$ cat config.mk
export PLATFORM = sky130hd
export DESIGN_NAME = burst_pwm_gen
export DESIGN_NICKNAME = d
export VERILOG_FILES = /design/src/rtl/burst_pwm_pkg.sv /design/src/rtl/bpg_trig_merge.sv /design/src/rtl/bpg_burst_seq.sv /design/src/rtl/bpg_cycle_counter.sv /design/src/rtl/burst_pwm_gen.sv
export SDC_FILE = /design/constraint.sdc
export NUM_CORES = 1
export LEC_CHECK = 0
export CORE_MARGIN = 2
export CORE_UTILIZATION = 29
export DETAILED_ROUTE_END_ITERATION = 7
export DONT_BUFFER_PORTS = 1
export PLACE_DENSITY_LB_ADDON = 0.12
export SLEW_MARGIN = 20
export SYNTH_ARGS = -nofsm -noshare
export SYNTH_HDL_FRONTEND = slang
export SYNTH_SLANG_ARGS = --single-unit
export TNS_END_PERCENT = 10
$ cat constraint.sdc
create_clock -name clk -period 3.7 [get_ports clk]
set_clock_uncertainty 0.2 [all_clocks]
set_input_delay 0.555 -clock clk [delete_from_list [all_inputs] [get_ports clk]]
set_output_delay 0.555 -clock clk [all_outputs]
set_load 0.1 [all_outputs]
$ cat src/rtl/burst_pwm_pkg.sv
// Package: shared types and helpers for the triggered burst PWM generator.
// Assumes nothing beyond IEEE 1800-2017.
package burst_pwm_pkg;

    // Trigger mode codes; only RETRIG changes behaviour, the rest act single-shot.
    typedef enum logic [1:0] {
        TM_SINGLE = 2'b00,
        TM_RETRIG = 2'b01,
        TM_RSVD_A = 2'b10,
        TM_RSVD_B = 2'b11
    } trig_mode_e;

    // True when the mode code asks for retriggerable behaviour.
    function automatic logic is_retrig(input logic [1:0] code);
        return code == TM_RETRIG;
    endfunction

endpackage

$ cat src/rtl/bpg_trig_merge.sv
// Module: bpg_trig_merge
// Merges every start source into one trigger event per clock. The hardware
// source is decoded from a select code: 0 = own end-of-cycle, 1..NUM_PEERS =
// peer trigger g-1, anything higher = no hardware source. All inputs are
// assumed to be already in this clock domain.
module bpg_trig_merge #(
    parameter int NUM_PEERS = 4,
    parameter int SRC_W     = 4
) (
    input  logic [SRC_W-1:0]     start_src,
    input  logic [NUM_PEERS-1:0] peer_trig,
    input  logic                 self_eoc,
    input  logic                 sw_trig,
    input  logic                 sync_en,
    input  logic                 sync_pulse,
    output logic                 trig_event
);

    logic [NUM_PEERS-1:0] peer_hit;
    logic                 self_hit;

    // One decoder per peer: a peer counts only when its own code is selected.
    for (genvar g = 0; g < NUM_PEERS; g++) begin : g_peer
        assign peer_hit[g] = peer_trig[g] && (start_src == SRC_W'(g + 1));
    end

    // Self-trigger path for code 0.
    assign self_hit = self_eoc && (start_src == '0);

    // OR of all sources; simultaneous sources collapse into a single event.
    always_comb begin
        trig_event = sw_trig || (sync_en && sync_pulse) || self_hit || (|peer_hit);
    end

endmodule

$ cat src/rtl/bpg_burst_seq.sv
// Module: bpg_burst_seq
// Burst sequencer: holds the running flag and the number of cycles still to
// run after the current one. Decides when a new cycle starts and when the
// burst stops. Assumes cycle_end is high only on the last clock of a cycle.
module bpg_burst_seq #(
    parameter int BURST_W = 3
) (
    input  logic               clk,
    input  logic               rst_n,
    input  logic               enable,
    input  logic               retrig,
    input  logic [BURST_W-1:0] burst_len,
    input  logic               trig_event,
    input  logic               cycle_end,
    output logic               active,
    output logic               start_cycle,
    output logic               stop_burst
);

    logic [BURST_W-1:0] remain_q;
    logic               trig_acc;

    // Accept a trigger when idle, or at any time in retriggerable mode.
    always_comb begin
        trig_acc    = trig_event && (!active || retrig);
        start_cycle = (!active && trig_acc) ||
                      (active && cycle_end && ((remain_q != '0) || trig_acc));
        stop_burst  = active && cycle_end && (remain_q == '0) && !trig_acc;
    end

    // Running flag and remaining-cycle count.
    always_ff @(posedge clk) begin
        if (!rst_n || !enable) begin
            active   <= 1'b0;
            remain_q <= '0;
        end else if (trig_acc) begin
            active   <= 1'b1;
            remain_q <= burst_len;
        end else if (stop_burst) begin
            active   <= 1'b0;
            remain_q <= '0;
        end else if (start_cycle) begin
            remain_q <= remain_q - 1'b1;
        end
    end

endmodule

$ cat src/rtl/bpg_cycle_counter.sv
// Module: bpg_cycle_counter
// Period counter and duty comparator. Captures the period and duty at every
// cycle start, then counts 0..period-1. Assumes period_in is nonzero (the top
// module maps 0 to 1).
module bpg_cycle_counter #(
    parameter int CNT_W = 16
) (
    input  logic             clk,
    input  logic             rst_n,
    input  logic             enable,
    input  logic             active,
    input  logic             start_cycle,
    input  logic             stop_burst,
    input  logic [CNT_W-1:0] period_in,
    input  logic [CNT_W-1:0] duty_in,
    output logic             cycle_end,
    output logic             pwm
);

    logic [CNT_W-1:0] cnt_q;
    logic [CNT_W-1:0] per_q;
    logic [CNT_W-1:0] duty_q;

    // Counter with per-cycle capture of the period and duty.
    always_ff @(posedge clk) begin
        if (!rst_n || !enable) begin
            cnt_q  <= '0;
            per_q  <= CNT_W'(1);
            duty_q <= '0;
        end else if (start_cycle) begin
            cnt_q  <= '0;
            per_q  <= period_in;
            duty_q <= duty_in;
        end else if (stop_burst) begin
            cnt_q  <= '0;
        end else if (active) begin
            cnt_q  <= cnt_q + 1'b1;
        end
    end

    // End-of-cycle detect and edge-aligned compare, both gated by the burst.
    always_comb begin
        cycle_end = active && (cnt_q == per_q - CNT_W'(1));
        pwm       = active && (cnt_q < duty_q);
    end

endmodule

$ cat src/rtl/burst_pwm_gen.sv
// Module: burst_pwm_gen (top)
// Edge-aligned PWM that runs bursts of burst_len+1 cycles on a start event.
// Selects the period and duty from local or master values, merges the start
// sources, and drives the waveform, the end-of-cycle pulse and the running
// status. Assumes every input is synchronous to clk.
module burst_pwm_gen
    import burst_pwm_pkg::*;
#(
    parameter int CNT_W     = 16,
    parameter int NUM_PEERS = 4,
    parameter int SRC_W     = 4,
    parameter int BURST_W   = 3
) (
    input  logic                 clk,
    input  logic                 rst_n,
    input  logic                 enable,
    input  logic [1:0]           trig_mode,
    input  logic [BURST_W-1:0]   burst_len,
    input  logic [SRC_W-1:0]     start_src,
    input  logic                 sync_en,
    input  logic                 use_master_per,
    input  logic                 use_master_duty,
    input  logic [CNT_W-1:0]     local_per,
    input  logic [CNT_W-1:0]     local_duty,
    input  logic [CNT_W-1:0]     master_per,
    input  logic [CNT_W-1:0]     master_duty,
    input  logic [NUM_PEERS-1:0] peer_trig,
    input  logic                 sw_trig,
    input  logic                 sync_pulse,
    output logic                 pwm_out,
    output logic                 eoc_pulse,
    output logic                 running
);

    localparam logic [CNT_W-1:0] MIN_PER = CNT_W'(1);

    logic             trig_event;
    logic             cycle_end;
    logic             active;
    logic             start_cycle;
    logic             stop_burst;
    logic             retrig;
    logic [CNT_W-1:0] per_raw;
    logic [CNT_W-1:0] per_eff;
    logic [CNT_W-1:0] duty_sel;

    // Source choice for period and duty; a zero period is raised to one.
    always_comb begin
        per_raw  = use_master_per  ? master_per  : local_per;
        duty_sel = use_master_duty ? master_duty : local_duty;
        per_eff  = (per_raw == '0) ? MIN_PER : per_raw;
        retrig   = is_retrig(trig_mode);
    end

    bpg_trig_merge #(
        .NUM_PEERS (NUM_PEERS),
        .SRC_W     (SRC_W)
    ) u_merge (
        .start_src  (start_src),
        .peer_trig  (peer_trig),
        .self_eoc   (cycle_end),
        .sw_trig    (sw_trig),
        .sync_en    (sync_en),
        .sync_pulse (sync_pulse),
        .trig_event (trig_event)
    );

    bpg_burst_seq #(
        .BURST_W (BURST_W)
    ) u_seq (
        .clk         (clk),
        .rst_n       (rst_n),
        .enable      (enable),
        .retrig      (retrig),
        .burst_len   (burst_len),
        .trig_event  (trig_event),
        .cycle_end   (cycle_end),
        .active      (active),
        .start_cycle (start_cycle),
        .stop_burst  (stop_burst)
    );

    bpg_cycle_counter #(
        .CNT_W (CNT_W)
    ) u_cnt (
        .clk         (clk),
        .rst_n       (rst_n),
        .enable      (enable),
        .active      (active),
        .start_cycle (start_cycle),
        .stop_burst  (stop_burst),
        .period_in   (per_eff),
        .duty_in     (duty_sel),
        .cycle_end   (cycle_end),
        .pwm         (pwm_out)
    );

    // Status outputs.
    assign eoc_pulse = cycle_end;
    assign running   = active;

endmodule

### Word-level counts from Yosys, hierarchy flattened

Cells that the tools add are included.

* register bits after elaboration: 52
* word-level logic and storage cells: 56
* output and inout port bits: 3

* eq/ne operators: 6
* reduce and logical (&&, ||, !) cells: 33
* $lt $le $gt $ge: 1
* muxes and demuxes: 8
* $add $sub $neg: 3

Operators with widths (count)
* 2-to-1 mux 16 bit: 3
* adder 16 x 1 -> 16 bit (second input constant): 1
* == test 16 bit: 1
* logical NOT 16 bit: 1
* < comparator 16 bit: 1
* subtractor 16 x 1 -> 16 bit (second input constant): 1
* logical AND 1 bit: 14
* 2-to-1 mux 3 bit: 3
* == test 4 x 2 -> 1 bit (second input constant): 2
* logical OR 1 bit: 7
* nonzero test 3 bit: 2
* == test 4 x 1 -> 1 bit (second input constant): 1
* == test 4 x 3 -> 1 bit (second input constant): 1
* logical NOT 1 bit: 4
* logical NOT 4 bit: 1
* OR reduction 4 bit: 1
* logical NOT 3 bit: 1
* OR reduction 3 bit: 1
* subtractor 3 x 1 -> 3 bit (second input constant): 1
* == test 2 x 1 -> 1 bit (second input constant): 1
* 2-to-1 mux 1 bit: 2
* nonzero test 2 bit: 1

### Logic depth before layout (Yosys ltp)

Gate-level depths: netlist of run 1.

* depth after elaboration: 13
* gate-level depth with buffers: 13
* depth with buffers taken out: 9

### By module

From an unflattened synthesis of run 1, not the netlist that was laid out.

* cell total of the unflattened synthesis: 411
* area, all modules: 3590.9 µm²

By module, submodules not included
* bpg_cycle_counter: cells an instance 316, area an instance 2723.9 µm², instances 1
* burst_pwm_gen: cells an instance 51, area an instance 471.7 µm², instances 1
* bpg_burst_seq: cells an instance 38, area an instance 342.8 µm², instances 1
* bpg_trig_merge: cells an instance 6, area an instance 52.6 µm², instances 1

### Least setup slack after synthesis of run 1

No wires, ideal clock.

* path type: flip-flop to output port
* start: reg u_cnt.per_q[0]
* end: out eoc_pulse
* path slack: -1.783 ns
* cell stages (with the launch flop): 9
* arrival: 4.728 ns
* path buffers: 1
* required time: 2.945 ns
* path through: dfxtp_1 > clkbuf_1 > inv_1 > ha_1 > nor4b_4 > or2b_1 > xnor2_1 > nand3_1 > nor4b_1

* cells in the longest elaborated chain, start to end: 3

RTL lines
* from (decl): line bpg_cycle_counter.sv:21 `logic [CNT_W-1:0] per_q;`
* from (signal assigned): line bpg_cycle_counter.sv:32 `per_q <= period_in;`
* subtractor 16 x 1 -> 16 bit: line bpg_cycle_counter.sv:43 `cycle_end = active && (cnt_q == per_q - CNT_W'(1));`
* == test 16 bit: line bpg_cycle_counter.sv:43
* logical AND 1 bit: line bpg_cycle_counter.sv:43
* to (decl): line burst_pwm_gen.sv:31 `output logic eoc_pulse,`

No other way between the ends.

### Final worst setup path of run 1

Same ends and word-level chain as after synthesis.

==> results of run 1 <==
==> cell usage in the layout, fill, tap and decap left out, drive strengths merged, types with 11 or more instances in the layout <==
cell and instances:
ha 19, mux2 31, a21oi 11, dfxtp 52
nand4 11, inv 24, mux2i 35, nor2 34
xor2 16, nand2 77, xnor2 21, nand3 14
==> kinds of logic after synthesis <==
| kind of cell | count (synthesis) | share of synthesized area, % |
|---|---|---|
| AO/OA/AOI/OAI | 48 | 8.66 |
| XOR/XNOR | 37 | 8.59 |
| adder cells (fa/ha/maj) | 19 | 6.30 |
| buffers and inverters | 47 | 5.60 |
| flip-flops | 52 | 27.6 |
| multiplexers | 66 | 18.5 |
| AND/OR/NAND/NOR | 184 | 24.7 |
==> critical path: stages (launching register included) <==
cell	delay [ns]
sky130_fd_sc_hd__dfxtp_1	0.39
sky130_fd_sc_hd__inv_1	0.09
sky130_fd_sc_hd__ha_1	0.23
sky130_fd_sc_hd__nor4b_4	0.39
sky130_fd_sc_hd__or2b_1	0.28
sky130_fd_sc_hd__xnor2_1	0.17
sky130_fd_sc_hd__nand3_1	0.14
sky130_fd_sc_hd__nor4b_4	0.30
sky130_fd_sc_hd__buf_4	0.33
==> registers in the layout (all words and copies together) (netlist names) <==
name / count
u_cnt.cnt_q: 16
u_cnt.duty_q: 16
u_cnt.per_q: 16
u_seq.remain_q: 3
u_seq.active: 1
==> power by group <==
| group | total, mW | internal, mW | switching [mW] | leakage (nW) |
|---|---|---|---|---|
| Sequential | 0.606 | 0.580 | 0.0263 | 0.423 |
| Combinational | 0.255 | 0.118 | 0.137 | 0.976 |
| Clock | 0.541 | 0.323 | 0.219 | 0.0815 |
==> through the flow <==
step | worst slack (ns) | util [%] | instance area (um^2) | std cells | hold slack [ns]
after floorplan | 0.0316 | - | 3790 | 453 | 0.238
after global placement | 0.614 | 31.1 | 3940 | 607 | 0.251
after detailed placement | 0.543 | 31.1 | 3940 | 607 | 0.256
after CTS | 0.280 | 32.4 | 4100 | 615 | 0.266
after global routing | 0.145 | 32.4 | 4100 | 615 | 0.274
final | 0.327 | 32.4 | 4100 | 615 | 0.264
==> layer usage <==
metal,vias up,track usage (%)
li1,1557,-
met1,1387,16.7
met2,49,20.9
met3,5,2.76
met4,0,2.94
met5,-,0
==> area by class of cell <==
cell class	instances	area, um^2	area share (%)
timing repair buffer	6	45.0	1.10
inverter	23	86.3	2.10
clock buffer	6	129	3.14
sequential	52	1040	25.4
multi-input combinational	354	2550	62.1
tap	172	215	5.25
clock inverter	2	38.8	0.945
==> worst paths after layout <==
kind,start,to,slack (ns),cells past startpoint
setup / recovery,u_cnt.per_q[0],eoc_pulse,0.33,8
hold / removal,u_cnt.duty_q[3],u_cnt.duty_q[3],0.26,2
setup reg to reg,u_cnt.per_q[0],u_cnt.cnt_q[14],0.55,9
hold reg to reg,u_cnt.duty_q[3],u_cnt.duty_q[3],0.26,2
==> summary by stage, run 1 <==
Status
The run finished with clean final reports.

STA
After routing, the total negative slack on setup checks comes to 0 ns. The total count of hold-check failures in the final report came to 0. Setup repair after global routing left no endpoint under its margin. The number of max-slew violations in the final report came to 0. Dividing the final minimum period by the clock period gives approximately 91%.

Timing would allow up to roughly 300 MHz. The actual slew at the worst max-slew pin is just under 0.7 ns. Setup violations remaining at the end of the flow were counted as 0. The minimum clock period after layout is between 3 and 4 ns. The worst slew margin relative to its limit is ~54%.

Critical path
The required time of the critical path is roughly 2.9 ns. The maximum fanout count along the critical path is 7. The critical path capture point type is an output port. The signal arrival time at the worst endpoint is around 2.6 ns. The worst setup path is of the flop to output port kind. The worst setup path is launched from a flop.

Synthesis
The flip-flop and latch count after synthesis is 52. Of all cell types, the one taking the most synthesized area is sky130_fd_sc_hd__dfxtp_1. The number of nets handed over by synthesis was around 560. The number of warnings reported in the yosys synthesis log is 0. Yosys attributes the largest share of cell area to sky130_fd_sc_hd__dfxtp_1 (28%), sky130_fd_sc_hd__mux2i_1 (9.3%), sky130_fd_sc_hd__mux2_2 (9.3%). The most used flip-flop cell after synthesis is sky130_fd_sc_hd__dfxtp_1. In the synthesized netlist, the cells that appear most often are sky130_fd_sc_hd__nand2_1 (77), sky130_fd_sc_hd__dfxtp_1 (52), sky130_fd_sc_hd__mux2i_1 (35). The unique cell type count in the Yosys netlist is 52. In the synthesized netlist the async set-or-reset flop fraction comes to 0%. The mean area per synthesized cell is approximately 8.3 um^2.

The part of the Yosys area used for sequential elements is 27.6%. The mapped netlist covers ~3800 um^2. In this run the biggest area consumer among cell types represents between 20 and 30% of the synthesized area. The number of flops mapped to enable cells by yosys is 0.

The library cell with the highest instance count after synthesis is sky130_fd_sc_hd__nand2_1. Synthesis produced a netlist whose cell count is 453.

Detailed routing
The final route contains around 3,000 vias. The post-route antenna net violation count is 0. The highest signal layer in the routed design is met4. The final layout contains routed wiring with a total length of about 8.6 mm. The first routing iteration left 76 violations. The DRC violation count after routing is 0. The per-cell routed wire length is between 10 and 15 um. The number of detailed-route iterations in the first pass is 4.

The met1 routed wirelength after detailed routing is around 4.3 mm. Using the TritonRoute via totals, the vias-per-cell ratio works out to ~4.9. Wire segments on met3 add up to between 200 and 300 um in the final route. The routed length on met2 is approximately 4.0 mm.

Global route
Across every metal layer, demand over resource in global routing totals 12.6%. The leftover overflow at the end of global routing is 0. The via count of the first global-routing pass came to ~3,000. The wire length of the first global-routing pass is around 14 mm. Entering global routing, the biggest net connects 36 pins. The number of antenna violations at the first check in global routing is 0.

Place
Routability-driven placement finished with a final weighted congestion of a little under 0.8. The number of port buffers is 0. The half-perimeter wire length after detailed placement is 6.79 mm.

Clocking
Clock tree synthesis selected as its root buffer the cell sky130_fd_sc_hd__clkbuf_16. Buffers inserted during clock tree synthesis total 5. The clock-pin slew of the registers on the worst-case setup and hold paths is 0.07 ns. The clock net in this run drives a total of 52 sinks. The number of hold-repair buffers added at the cts stage is 0. The number of buffers on the longest clock path is 2. The TritonCTS clock tree is yes. Clock latency on the worst-skew pair, taken at its later pin, is 0.29 ns.

The count of buffers added by post-CTS timing repair for setup is 0. The maximum level of the CTS H-tree is 2. Gates resized during post-CTS repair numbered 0.

Floorplanning
The die area is around 14,000 um^2. In this run the vertical extent of the chip is 118 um. The floorplan step set the die width to ~120 um. The total core area is 12,700 um^2. Once the floorplan was initialized, standard cells occupied between 20% and 30% of the core. The initialized floorplan defines between 40 and 50 standard-cell rows. around 90 I/O pins were placed.

Pwr
Summing internal, switching and leakage power gives 1.40 mW. The leakage dissipation is 1.48 nW. The maximum VDD drop is between 0.00015 and 0.0002 V. The power density over the cells is between 300 and 400 nW/um^2.

Cells and area
The antenna diode count is 0. The fraction of final layout cells with drive strength greater than 1 is between 10 and 15%. The area added between synthesis and finish is 8.76%. At the end of the flow, the number of nets in the layout was approximately 550.

The layout has approximately 1,400 filler cells.

Job
The count of maximum capacitance violations is 0.

Min path
The class of the tightest hold or removal check is flop to flop.
No activity file was read; power rests on OpenSTA's default activity.
==> run 2: changes to the inputs <==
--- a/config.mk
+++ b/config.mk
@@ -5,6 +5,7 @@
 export SDC_FILE = /design/constraint.sdc
 export NUM_CORES = 1
 export LEC_CHECK = 0
+export ABC_AREA = 1
 export CORE_MARGIN = 2
 export CORE_UTILIZATION = 29
 export DETAILED_ROUTE_END_ITERATION = 7
==> constraint.sdc (replaced) <==
create_clock -name clk -period 3.7 [get_ports clk]
set_clock_uncertainty 0.2 [all_clocks]
set_input_delay 0.185 -clock clk [delete_from_list [all_inputs] [get_ports clk]]
set_output_delay 0.185 -clock clk [all_outputs]
set_load 0.1 [all_outputs]
==> summary by stage, run 2 <==
Synthesis
The net count of the mapped netlist came to 691 (+24%). The dominant cell type by area after synthesis is sky130_fd_sc_hd__dfxtp_1. The synthesized-area fraction occupied by adder cells is 6.34% (+0.034 points). The area of the mapped netlist is 3750 um^2 (-0.53%). The synthesized netlist cell count is 587 (+30%).

The part of the Yosys area used for sequential elements is 27.7% (+0.15 points). The number of flops mapped to enable cells by yosys came to 0 (unchanged). The share of synthesized cell area in and, or, nand and nor gates came to 40.9% (+16 points). In the post-synthesis netlist, the biggest area contributors are sky130_fd_sc_hd__dfxtp_1 (28%), sky130_fd_sc_hd__nand2_1 (18%), sky130_fd_sc_hd__nor2_1 (10%). After synthesis, the most frequently instantiated cells are sky130_fd_sc_hd__nand2_1 (176), sky130_fd_sc_hd__nor2_1 (104), sky130_fd_sc_hd__inv_1 (63). The top cell type's share of synthesized area is 27.7% (+0.15 points). The combinational family with the most area after synthesis is simple AND/OR/NAND/NOR gates. The mean area per synthesized cell is 6.39 um^2 (-23%). The xor and xnor area share after synthesis is 4.43% (-4.2 points). The unique cell type count in the Yosys netlist came to 38 (-27%). The share of synthesized flip-flops with an asynchronous set or reset is 0% (unchanged). The number of warnings reported in the yosys synthesis log was 0 (unchanged). Among all flip-flop cells after synthesis, the most frequent one is sky130_fd_sc_hd__dfxtp_1. The library cell with the highest instance count after synthesis is sky130_fd_sc_hd__nand2_1. The synthesized-area fraction occupied by ao, oa, aoi and oai cells is 5.44% (-3.2 points). The multiplexer share of the synthesized area was 5.87% (-13 points). The flip-flop and latch count after synthesis came to 52 (unchanged).

Cells and area
The core occupancy in the finished layout is 36.2% (+3.9 points). The antenna diode count was 0 (unchanged). The fraction of final layout cells with drive strength greater than 1 is 7.27% (-6.5 points). The summed area of non-filler cells in the final layout is 4570 um^2 (+11%).

The net count of the finished layout is 736 (+35%). The most common library cell in the layout ignoring fill and taps is sky130_fd_sc_hd__nand2_1. Relative to the synthesized area, the layout overhead comes to 21.9%. The largest registers in the layout are u_cnt.cnt_q: 16 flops, u_cnt.duty_q: 16 flops, u_cnt.per_q: 16 flops. In the layout the commonest cells are sky130_fd_sc_hd__nand2_1 (176), sky130_fd_sc_hd__nor2_1 (104), sky130_fd_sc_hd__inv_1 (63).

The non-filler instance count after layout came to 805 (+31%).

Critical path
The startpoint identified for the worst register-to-register timing path is u_cnt.per_q[0]. The maximum fanout count along the critical path is 16 (+9). The register-to-register setup slack is 0.60 ns (+0.05 ns). The worst setup path is launched from a flop.

The type of the setup path with the least slack is flop to flop. The endpoint of the worst register-to-register path is u_cnt.cnt_q[11]. The required time of the critical path is 3.66 ns (+0.72 ns). The critical path capture point type is a flop. The startpoint of the worst setup timing path is u_cnt.per_q[0].

The logic depth of the worst register-to-register path is 14 (+5). The signal arrival time at the worst endpoint was 3.06 ns (+0.44 ns).

Place
The final estimated routing congestion in global placement came to 0.861 (+8.2%). The half-perimeter wire length after detailed placement was 7.27 mm (+7.2%). The pre-CTS setup slack is 0.549 ns (+0.00630 ns). The instance count after placement with tap cells included is 745 (+23%). The post-place instance area was 3910 um^2 (-0.73%). The number of port buffers came to 0 (unchanged).

Pwr
The clock network fraction of total power is 32.5% (-6.1 points). The combinational group share of total power came to 26.7% (+8.5 points). The leakage dissipation was 2.14 nW (+44%). The total internal power is 1.02 mW (-0.30%). The power density over the cells is 324 nW/um^2 (-5.2%). The share of total power in sequential cells is 40.9% (-2.3 points). The total power draw is 1.48 mW (+5.7%). The switching component of the power is 0.464 mW (+22%). The maximum VDD drop is 0.000154 V (-10%).

The switching power as a share of total power came to 31.3% (+4.1 points).

STA
The total count of hold-check failures in the final report is 1 (+1). The maximum clock frequency is 322 MHz (+8.7%). Setup repair after global routing left no endpoint under its margin. The final hold slack is -0.00717 ns (-0.271 ns). The number of max-slew violations in the final report is 0 (unchanged). The number of setup violations in the final report is 0 (unchanged). The worst slew margin relative to its limit is 52.4% (-2.0 points). The setup slack of the critical path after layout was 0.596 ns (+0.269 ns).

The setup TNS after final layout is 0 ns (unchanged). The ratio of final minimum period to clock period is 83.9% (-7.3 points). The actual slew at the worst max-slew pin is 0.714 ns (+0.0304 ns).

The minimum clock period after layout is 3.10 ns (-0.269 ns).

Floorplanning
The vertical die dimension is 118 um (-0.26%). The total core area came to 12,600 um^2 (-0.40%). The number of top-level pins came to 88 (unchanged).

The number of rows in the core area came to 41 (unchanged). The initial cell density of the core was 29.7% (-0.038 points). The die area is 13,900 um^2 (-0.52%). The horizontal die dimension came to 118 um (-0.26%).

Min path
The hold path startpoint is local_per[4]. The worst hold path cell count was 4 (+2). The worst hold path belongs to the class primary input to flop.

The end of the worst hold path is u_cnt.per_q[4].

Job
The count of maximum capacitance violations is 0 (unchanged).

Clocking
The maximum level of the CTS H-tree was 2 (unchanged). The clock-pin slew of the registers on the worst-case setup and hold paths was 0.07 ns (about the same). The TritonCTS clock tree is yes. The clock root buffer master is sky130_fd_sc_hd__clkbuf_16. The number of buffers inserted during clock tree synthesis is 5 (unchanged). The number of hold-repair buffers added at the cts stage came to 52 (+52). The number of sinks driven by the clock tree was 52 (unchanged). The quantity of gates resized following cts is 0 (unchanged). The clock insertion delay at the later pin of the skew report is 0.30 ns (about the same). The number of buffers on the longest clock path is 2 (unchanged). The count of buffers added by post-CTS timing repair for setup is 0 (unchanged).

Global route
The via count of the first global-routing pass is 3,445 (+15%). The number of antenna violations at the first check in global routing was 0 (unchanged). The leftover overflow at the end of global routing is 0 (unchanged). The wire length of the first global-routing pass is 16.6 mm (+15%).

The overall global routing resource usage was 14.6% (+2.0 points). The largest net degree at the start of global routing was 53 (+47%).

Detailed routing
The number of detailed-route iterations in the first pass came to 4 (unchanged). The DRC violation count after routing came to 0 (unchanged). The number of vias per cell is 4.46 (-8.4%). The via total after detailed routing was 3,594 (+20%).

The final routed wirelength across all metal layers came to 9.64 mm (+12%). The per-cell routed wire length came to 12.0 um (-15%). The starting DRC count in detailed routing is 133 (+75%). The post-route antenna net violation count came to 0 (unchanged).

Status
The checks that failed: hold timing. The flow ran to the end, but the final reports show violations.
==> run 2: cell families (layout without fill, tap and decap cells) <==
group | Yosys count | in the layout
AO/OA/AOI/OAI | 34 | 34
XOR/XNOR | 19 | 19
adder cells (fa/ha/maj) | 19 | 19
buffers and inverters | 83 | 129
flip-flops | 52 | 52
multiplexers | 20 | 20
AND/OR/NAND/NOR | 360 | 360
==> run 2: layout make-up <==
cell class / instances / area (um^2)
well taps: 172 / 215
fillers: 1444 / 8050
clock buffers: 8 / 146
inverters: 65 / 244
repair buffers: 56 / 551
flip-flops and latches: 52 / 1040
multi-input cells: 452 / 2380
==> run 2: how the worst max path moves through the flow <==
stage	end	slack, ns	depth (start not counted)
final	u_cnt.cnt_q[11]	0.60	14
after global routing	u_cnt.duty_q[11]	0.23	15
after CTS	u_cnt.cnt_q[13]	0.54	14
after detailed placement	u_cnt.cnt_q[13]	0.55	14
after global placement	u_cnt.cnt_q[11]	0.64	14
after floorplan	u_seq.active	0.52	12
==> run 2: per-layer routing <==
layer  GRT usage [%]  wire length, um  up-vias
met5               0                0        -
met4            3.99               90        0
met3            1.74              289        6
met2            25.4             4510       69
met1            19.0             4760     1582
li1                -                -     1937
==> run 2: worst max-delay path, cell delays in order (launching register included) <==
cell	delay [ns]
sky130_fd_sc_hd__dfxtp_1	0.38
sky130_fd_sc_hd__inv_2	0.06
sky130_fd_sc_hd__ha_1	0.24
sky130_fd_sc_hd__or2_2	0.29
sky130_fd_sc_hd__nand2_1	0.06
sky130_fd_sc_hd__nand2_1	0.04
sky130_fd_sc_hd__nand2_1	0.05
sky130_fd_sc_hd__nand2_1	0.05
sky130_fd_sc_hd__nor2_1	0.10
sky130_fd_sc_hd__nand3_1	0.10
sky130_fd_sc_hd__nor2_2	0.12
sky130_fd_sc_hd__nand2_1	0.19
sky130_fd_sc_hd__o21ai_2	0.32
sky130_fd_sc_hd__or2_1	0.66
sky130_fd_sc_hd__nor3b_1	0.09
==> run 2: power groups by stage <==
stage	Clock [mW]	Combinational, mW	Sequential [mW]
finish	0.482	0.395	0.606
global route	0.520	0.460	0.609
CTS	0.497	0.402	0.605
detailed placement	0	0.349	0.618
global placement	0	0.345	0.618
floorplan	0	0.295	0.616
==> run 3: changes to the inputs <==
==> constraint.sdc (replaced) <==
create_clock -name clk -period 2.99 [get_ports clk]
set_clock_uncertainty 0.2 [all_clocks]
set_input_delay 0.1495 -clock clk [delete_from_list [all_inputs] [get_ports clk]]
set_output_delay 0.1495 -clock clk [all_outputs]
set_load 0.1 [all_outputs]
==> summary by stage, run 3 (synthesis results as in run 2) <==
Detailed routing
The final routed wirelength across all metal layers is 9.90 mm (+2.7%). The post-route antenna net violation count came to 0 (unchanged). The per-cell routed wire length is 12.0 um (+0.55%).

The starting DRC count in detailed routing is 105 (-21%). The DRC violation count after routing is 0 (unchanged). The number of detailed-route iterations in the first pass is 4 (unchanged). The via total after detailed routing was 3,666 (+2.0%). The number of vias per cell was 4.46 (-0.11%).

Job
The count of maximum capacitance violations is 0 (unchanged).

STA
The worst slew margin relative to its limit was 58.3% (+5.9 points). The maximum clock frequency came to 368 MHz (+14%). Setup repair after global routing left no endpoint under its margin. The actual slew at the worst max-slew pin was 0.619 ns (-0.0954 ns). The number of setup violations in the final report is 0 (unchanged). The number of max-slew violations in the final report came to 0 (unchanged).

The minimum clock period after layout was 2.72 ns (-0.388 ns). The total count of hold-check failures in the final report was 0 (-1). The setup TNS after final layout is 0 ns (unchanged). The ratio of final minimum period to clock period is 90.8% (+6.9 points).

Floorplanning
The initial cell density of the core is 29.7% (unchanged). The number of top-level pins came to 88 (unchanged). The vertical die dimension is 118 um (unchanged).

The horizontal die dimension is 118 um (unchanged). The die area is 13,900 um^2 (unchanged). The total core area is 12,600 um^2 (unchanged). The number of rows in the core area is 41 (unchanged).

Cells and area
The largest registers in the layout are u_cnt.cnt_q: 16 flops, u_cnt.duty_q: 16 flops, u_cnt.per_q: 16 flops. The net count of the finished layout is 754 (+2.4%). The antenna diode count is 0 (unchanged). The fill cell total of the finished layout came to 1,380 (-4.4%).

Leaving out fill and tap cells, the most frequent cell in the layout is sky130_fd_sc_hd__nand2_1. From synthesis to final layout, the design area changed by 27.9%. Leaving out fill and tap cells, the most frequent cells in the layout are sky130_fd_sc_hd__nand2_1 (175), sky130_fd_sc_hd__nor2_1 (103), sky130_fd_sc_hd__dlygate4sd3_1 (66). The fraction of final layout cells with drive strength greater than 1 is 8.46% (+1.2 points).

Clocking
The number of sinks driven by the clock tree was 52 (unchanged). The maximum level of the CTS H-tree came to 2 (unchanged). The number of buffers on the longest clock path is 2 (unchanged). The number of buffers inserted during clock tree synthesis is 5 (unchanged). The clock insertion delay at the later pin of the skew report came to 0.29 ns (about the same). The clock-pin slew of the registers on the worst-case setup and hold paths is 0.07 ns (about the same). The count of buffers added by post-CTS timing repair for setup was 0 (unchanged). The cell sitting at the root of the clock tree is a sky130_fd_sc_hd__clkbuf_16. The TritonCTS clock tree is yes.

Min path
The class of the tightest hold or removal check is primary input to flop.

Global route
The number of antenna violations at the first check in global routing is 0 (unchanged). The wire length of the first global-routing pass is 16.5 mm (-0.83%). The via count of the first global-routing pass is 3,511 (+1.9%). The overall global routing resource usage is 14.3% (-0.33 points). The largest net degree at the start of global routing is 53 (unchanged).

The leftover overflow at the end of global routing is 0 (unchanged).

Place
The final estimated routing congestion in global placement is 0.833 (-3.2%). The number of port buffers is 0 (unchanged). The half-perimeter wire length after detailed placement is 7.04 mm (-3.2%).

Critical path
The critical path's most frequent cell is sky130_fd_sc_hd__nand2_1. The worst path buffer plus inverter count came to 2 (+1). The required time of the critical path is 2.98 ns (-0.68 ns).

The worst stage delay on the critical path is 0.35 ns (-0.31 ns). The maximum fanout count along the critical path came to 12 (-4). The signal arrival time at the worst endpoint is 2.70 ns (-0.36 ns). The register-to-register setup slack was 0.27 ns (-0.32 ns).

The slowest cell on the critical path is sky130_fd_sc_hd__dfxtp_2. The gate family responsible for the most delay along the worst path is simple AND/OR/NAND/NOR gates. STA classifies the critical path endpoint as a flop. The critical path in this run is classified as flop to flop.

The signal on the critical path passes through inv_2, ha_1, or2_2, nand2_1, nand2_1, nand2_1, nand2_1, nor2_1, nand3_1, nor2_2, nand3_1, nand2_2, nand2_4, nand2_8, buf_4, nand3_1, nand2_1, nor2_1. The launching element type of the critical path is a flop.

Status
The flow ran to the end, and the final reports show no timing, DRC or antenna violations.

Pwr
The leakage dissipation is 2.22 nW (+4.0%). The maximum VDD drop came to 0.000210 V (+37%). The total power draw is 1.89 mW (+28%). The power density over the cells came to 395 nW/um^2 (+22%).
## run 3: worst min-delay path: cells and delay by family
family	cells	cell delay (ns)
and+or+nand+nor	4	0.32
## run 3: area by class of cell
| type | instances | area, um^2 | area share [%] |
|---|---|---|---|
| sequential | 52 | 1040 | 21.7 |
| tap | 172 | 215 | 4.49 |
| inverter | 65 | 244 | 5.08 |
| clock buffer | 7 | 153 | 3.18 |
| timing repair buffer | 73 | 717 | 14.9 |
| multi-input combinational | 453 | 2430 | 50.6 |
## run 3: layer usage
metal | vias to the layer above | global-route usage [%] | wire length [um]
li1 | 1980 | - | -
met4 | 0 | 3.61 | 107
met2 | 71 | 25.1 | 4670
met3 | 6 | 1.89 | 292
met1 | 1609 | 18.4 | 4830
met5 | - | 0 | 0
## run 3: worst paths after layout
path	from	end	cells past startpoint
setup / recovery	u_cnt.per_q[0]	u_cnt.per_q[12]	18
hold / removal	master_per[0]	u_cnt.per_q[0]	4
setup reg to reg	u_cnt.per_q[0]	u_cnt.per_q[12]	18
hold reg to reg	u_cnt.per_q[0]	u_cnt.per_q[0]	2
## run 3: report_power, final
part	switching (mW)	leakage, nW	internal [mW]	total [mW]
logic	0.309	1.73	0.226	0.536
registers	0.0251	0.423	0.725	0.750
clock network	0.257	0.0760	0.352	0.609
## run 3: through the flow
stage,area (um^2),setup WS [ns],std cells,utilization [%],hold WS (ns)
2_1_floorplan,3760,0.112,587,-,0.110
3_3_place_gp,3930,0.178,748,31.1,0.165
3_5_place_dp,3930,0.105,748,31.1,0.170
4_1_cts,4740,0.0886,821,37.6,0.00277
5_1_grt,4800,0.00444,822,38.0,0.0367
6_report,4800,0.274,822,38.0,0.00933
## run 3: timing repair
item	CTS	global route
endpoints found under the setup margin	0	28
hold buffers	66	0
hold endpoints to repair	35	0
resized for setup	0	8
